==> src/rtl/maj82_codec.sv <==
module maj82_codec (
  input  logic       clk,
  input  logic       rst,
  input  logic [1:0] enc_info,
  output logic [7:0] enc_word,
  input  logic       in_valid,
  input  logic [7:0] rx_word,
  output logic       out_valid,
  output logic [1:0] out_info,
  output logic [7:0] out_fixed,
  output logic [7:0] out_errvec,
  output logic [3:0] out_errwt
);

  function automatic logic [7:0] build_word(logic d0, logic d1);
    return {d1, d1, d1, d0, d0, d0, d0 ^ d1, d0 ^ d1};
  endfunction

  function automatic logic vote5(logic [4:0] v);
    logic [2:0] n;
    n = 3'd0;
    for (int i = 0; i < 5; i++) n = n + {2'b00, v[i]};
    return n >= 3'd3;
  endfunction

  function automatic logic [3:0] ones8(logic [7:0] v);
    logic [3:0] n;
    n = 4'd0;
    for (int i = 0; i < 8; i++) n = n + {3'b000, v[i]};
    return n;
  endfunction

  assign enc_word = build_word(enc_info[0], enc_info[1]);

  logic [4:0] chk_d0, chk_d1;
  logic [1:0] dec_info;
  logic [7:0] dec_word, dec_err;

  assign chk_d0 = {rx_word[4], rx_word[3], rx_word[2],
                   rx_word[6] ^ rx_word[1], rx_word[5] ^ rx_word[0]};
  assign chk_d1 = {rx_word[7], rx_word[6], rx_word[5],
                   rx_word[3] ^ rx_word[1], rx_word[2] ^ rx_word[0]};

  assign dec_info = {vote5(chk_d1), vote5(chk_d0)};
  assign dec_word = build_word(dec_info[0], dec_info[1]);
  assign dec_err  = dec_word ^ rx_word;

  always_ff @(posedge clk) begin
    if (rst) begin
      out_valid  <= 1'b0;
      out_info   <= '0;
      out_fixed  <= '0;
      out_errvec <= '0;
      out_errwt  <= '0;
    end else begin
      out_valid <= in_valid;
      if (in_valid) begin
        out_info   <= dec_info;
        out_fixed  <= dec_word;
        out_errvec <= dec_err;
        out_errwt  <= ones8(dec_err);
      end
    end
  end

  p_valid_follow_r2: assert property (@(posedge clk) disable iff (rst)
    in_valid |=> out_valid);
  p_valid_drop_r2: assert property (@(posedge clk) disable iff (rst)
    !in_valid |=> !out_valid);
  p_reset_clear_r2: assert property (@(posedge clk)
    rst |=> (!out_valid && out_errwt == 4'd0));
  p_weight_match_r6: assert property (@(posedge clk) disable iff (rst)
    out_valid |-> (4'($countones(out_errvec)) == out_errwt));
  p_hold_r7: assert property (@(posedge clk) disable iff (rst)
    !in_valid |=> ($stable(out_info) && $stable(out_fixed) && $stable(out_errvec)));
  p_clean_pass_r8: assert property (@(posedge clk) disable iff (rst)
    (in_valid && rx_word == build_word(rx_word[4], rx_word[7]))
      |=> (out_fixed == $past(rx_word) && out_errwt == 4'd0));

endmodule

==> config.mk <==
export PLATFORM = sky130hd
export DESIGN_NAME = maj82_codec
export DESIGN_NICKNAME = d
export VERILOG_FILES = /design/src/rtl/maj82_codec.sv
export SDC_FILE = /design/constraint.sdc
export NUM_CORES = 1
export LEC_CHECK = 0
export CORE_ASPECT_RATIO = 1.2
export CORE_MARGIN = 8
export CORE_UTILIZATION = 45
export CTS_BUF_LIST = sky130_fd_sc_hd__clkbuf_16
export DETAILED_ROUTE_END_ITERATION = 7
export GPL_TIMING_DRIVEN = 0
export HOLD_SLACK_MARGIN = 0.05
export PLACE_DENSITY_LB_ADDON = 0.08
export SYNTH_ARGS = -nofsm -noshare
export SYNTH_HDL_FRONTEND = slang
export SYNTH_SLANG_ARGS = --single-unit
==> constraint.sdc <==
create_clock -name clk -period 13.85 [get_ports clk]
set_input_delay 2.77 -clock clk [delete_from_list [all_inputs] [get_ports clk]]
set_output_delay 2.77 -clock clk [all_outputs]
set_load 0.01 [all_outputs]
; After elaboration in Yosys (flattened, before gate mapping)
; Index checks and enable logic that the tools add are counted.
[word_totals]
register_bits = 21
in_bits = 13
out_inout_bits = 31
wordCells = 29
[op_classes]
n_addsub = 15
magnitude_cmp = 2
bitwise = 7
[ops]
columns = operator, n
row1 = adder 4 x 1 -> 4 bit, 4
row2 = adder 3 x 1 -> 3 bit, 4
row3 = adder 2 x 1 -> 3 bit, 3
row4 = bitwise XOR 8 bit, 1
row5 = adder 1 x 1 -> 2 bit, 3
row6 = greater-or-equal comparator 3 x 2 -> 1 bit (second input constant), 2
row7 = bitwise XOR 1 bit, 6
row8 = adder 3 x 1 -> 4 bit, 1

; Longest topological paths before layout
[depth]
ltp_word = 15
depth_mapped = 21
ltp_nobuf = 20

; Worst setup path before layout
; No wires, ideal clock.
[synth_path]
path_kind = input -> register
startpoint = input rx_word[0]
endpoint = register out_errwt[2]
setup_time_ns = 0.128
arrival_ns = 7.107
required_ns = 13.722
slack_ns = 6.615
path_stages = 21
n_path_buf = 1
path_cell_list = clkbuf_1 xor2_1 fa_1 inv_1 fa_1 inv_1 ha_1 and2b_4 or3_1 and2_1 ha_1 fa_1 inv_1 fa_1 inv_1 ha_1 inv_1 fa_1 xnor2_1 mux2i_1 nor2_1
[synth_between]
word_cells_on_any_way = 21
cone_classes = add/sub (15) / order compare (2) / bitwise (4)
[synth_rtl]
columns = item, line
row1 = from (decl), 7  ; input logic [7:0] rx_word,
row2 = bitwise XOR 1 bit, 40  ; rx_word[6] ^ rx_word[1], rx_word[5] ^ rx_word[0]};
row3 = adder 1 x 1 -> 2 bit, 22  ; for (int i = 0; i < 5; i++) n = n + {2'b00, v[i]};
row4 = adder 2 x 1 -> 3 bit, 22
row5 = adder 3 x 1 -> 3 bit (2 in a row), 22
row6 = greater-or-equal comparator 3 x 2 -> 1 bit, 23  ; return n >= 3'd3;
row7 = bitwise XOR 8 bit, 46  ; assign dec_err = dec_word ^ rx_word;
row8 = via dec_err[3], 37  ; logic [7:0] dec_word, dec_err;
row9 = adder 3 x 1 -> 4 bit, 29  ; for (int i = 0; i < 8; i++) n = n + {3'b000, v[i]};
row10 = adder 4 x 1 -> 4 bit (4 in a row), 29
row11 = to (signal assigned), 61  ; out_errwt <= ones8(dec_err);
row12 = to (decl), 12  ; output logic [3:0] out_errwt
; The timed path passes the listed nets, and every way through them passes these cells.
; A chain may end at the register's enable or synchronous reset.

; Final worst setup path
[layout_path]
startpoint = input rx_word[5]
endpoint = register out_errwt[2]
; The elaborated chain is that of the path after synthesis.

==> reports/qor.yml <==
hold_class: "register to register"
clock-sinks: 16
ir_drop_mv: 0.1225
numCtsBuffers: 3
period_minus_slack_ns: 7.534
worst_slew_pin_slew_ns: 0.4313
dpl-instance-area_sq_um: 1699
layout_common_cells: "41 x clkdlybuf4s50_1, 16 x dfxtp_1, 14 x buf_4"
p_per_area_nw_per_um2: 148.0
grt_pass1_wl_um: 5416
post-dp-hpwl_um: 2581
p_leak_nw: 0.7465
die_area_sq_um: 4716
fp.dieH_um: 73.65
fin_setup_tns_ns: 0
r2r_start: "out_errvec[1]"
outcome: "finished clean"
critPathKind: "primary input to register"
cp-start-kind: "primary input"
io_buffers: 41
yosys_register_bits: 16
synthMuxAreaShare_pct: 1.606
area_delta_synth_final_pct: 42.37
slew_headroom_pct: 71.24
drtAntennaViolNets: 0
setup_viol: 0
clk_pin_slew_worst_paths_ns: 0.05
synth_compound_area_share_pct: 14.66
fillCellCount: 244
crit_arrival_ns: 7.65
core_area_sq_um: 2706
place.gp.congestion: 0.8478
cp-startpoint: "rx_word[5]"
min_from: "out_errvec[7]"
grt_usage_pct: 14.03
drc: 0
fin_area_sq_um: 1774
layout-drive-gt1-share_pct: 14.21
fin_skew_ns: 0
holdBufCountCts: 0
cts_tree: "built"
io_pins: 44
fin_nets: 218
rows: 21
p_total_mw: 0.2627
min_period_over_period_pct: 54.40
synth_xor_xnor_area_share_pct: 4.920
ys_seq_area_share_pct: 25.70
grt_max_degree: 11
synth_simple_gate_area_share_pct: 21.18
drt-wirelength-per-cell_um: 13.92
antennaDiodeCount: 0
synth_fa_ha_area_share_pct: 17.27
wl_um: 3118
synth_fp_nets: 172
hold_viol: 0
drv_cap: 0
overflow: 0
post-cts-setup-buffer-count: 0
die_w_um: 64.04
worstPathRequired_ns: 13.96
synth_top_family_by_area: "simple AND/OR/NAND/NOR gates"
dr.pass1.iters: 4
ys_types: 32
synth_area_sq_um: 1246
h-tree-depth: 1
initial_core_util_pct: 46.05
crit_path_end_kind: "register"
clockBufferDepth: 2
fmax_mhz: 132.7
num_vias: 1133
via_per_inst: 5.058
ctsResizeCount: 0
cts_root_buf: "clkbuf_16"
rsz0062_at_grt: "false"
antenna_found_initial: 0
insertion_delay_ns: 0.24
drv_slew: 0
final_common_cell: "clkdlybuf4s50_1"
grt_pass1_vias: 1241
yosysWarnings: 0
drt-initial-drc-count: 19
crit_fanout: 7
netlist_instances: 146
syn_avg_cell_area_sq_um: 8.536
## layout make-up
| cell class | count | area [sq um] | area share [%] |
|---|---|---|---|
| multi-input cells | 96 | 743.2 | 41.89 |
| repair buffers | 41 | 410.4 | 23.13 |
| flip-flops and latches | 16 | 320.3 | 18.05 |
| plain buffers | 21 | 133.9 | 7.546 |
| clock buffers | 3 | 75.07 | 4.231 |
| inverters | 13 | 48.80 | 2.750 |
| well taps | 34 | 42.54 | 2.398 |
## path summary, 6_finish.rpt
kind | slack (ns) | end | depth (start not counted)
worst max-delay path | 6.32 | out_errwt[2] | 21
worst min-delay path | 0.47 | out_errvec[7] | 2
worst max register to register | 12.91 | out_errvec[1] | 2
worst min register to register | 0.47 | out_errvec[7] | 2
## state kept, by name (all words and copies together) (netlist names)
name and cells:
out_errvec 8, out_errwt 4, out_fixed 1, out_info 2, out_valid 1
## through the flow
| stage | std cells | utilization, % | setup WS, ns | hold slack, ns |
|---|---|---|---|---|
| after global routing | 224 | 65.56 | 6.081 | 0.4893 |
| after CTS | 224 | 65.56 | 6.306 | 0.4721 |
| after detailed placement | 221 | 62.78 | 6.059 | 0.4612 |
| final | 224 | 65.56 | 6.316 | 0.4692 |
| after global placement | 221 | 62.78 | 6.144 | 0.4568 |
| after floorplan | 146 | - | 6.615 | 0.4897 |
## where the power goes
part,internal [mW],switching [mW]
logic,0.0764,0.0729
clock network,0.0378,0.0164
registers,0.0547,0.00442
## critical path, cell delays in order
cell and delay (ns):
clkdlybuf4s50_1 0.49, xor2_1 0.19, fa_1 0.49, inv_1 0.05, fa_1 0.37, inv_1 0.06
ha_1 0.23, and2b_4 0.20, or3_1 0.32, and2_1 0.17, ha_1 0.30, fa_1 0.48
inv_1 0.06, fa_1 0.45, inv_1 0.07, ha_1 0.16, inv_1 0.06, fa_1 0.38
xnor2_1 0.14, mux2i_1 0.13, nor2_1 0.05
## Yosys cell counts
| cell type | instances | area [sq um] |
|---|---|---|
| nor2_1 | 7 | 26.28 |
| mux2i_1 | 2 | 20.02 |
| a211oi_1 | 1 | 7.510 |
| buf_1 | 1 | 3.750 |
| nand3_1 | 9 | 45.04 |
| o211ai_1 | 2 | 15.01 |
| inv_2 | 2 | 7.510 |
| xor2_1 | 4 | 35.03 |
| inv_1 | 11 | 41.29 |
| buf_2 | 2 | 10.01 |
| a21oi_1 | 7 | 35.03 |
| xnor2_1 | 3 | 26.28 |
| ha_1 | 6 | 75.07 |
| o21ai_0 | 8 | 40.04 |
| a211o_1 | 1 | 8.760 |
| a311oi_1 | 3 | 26.28 |
| or3_1 | 4 | 25.02 |
| nor2b_1 | 1 | 6.260 |
| a211oi_2 | 2 | 25.02 |
| nor3_1 | 1 | 5.000 |
| nand2_1 | 6 | 22.52 |
| o311ai_1 | 2 | 17.52 |
| nand2b_1 | 9 | 56.30 |
| clkbuf_1 | 4 | 15.01 |
| buf_4 | 14 | 105.1 |
| and2b_4 | 2 | 20.02 |
| nor3b_1 | 2 | 15.01 |
| a21o_1 | 1 | 7.510 |
| dfxtp_1 | 16 | 320.3 |
| or3b_2 | 2 | 17.52 |
| fa_1 | 7 | 140.1 |
| and2_1 | 4 | 25.02 |
## routing by layer
layer  up-vias  part of all wire, %  global-route usage (%)
li1        570                    -                       -
met1       521                   37                   12.64
met2        36                   52                   26.70
met3         6                  9.4                   7.012
met4         0                  1.8                   3.970
met5         -                    0                       0
## kinds of logic after synthesis
logic type	Yosys count
adder cells (fa/ha/maj)	13
multiplexers	2
XOR/XNOR	7
buffers and inverters	34
flip-flops	16
AND/OR/NAND/NOR	47
AO/OA/AOI/OAI	27
No activity file was read; power rests on OpenSTA's default activity.
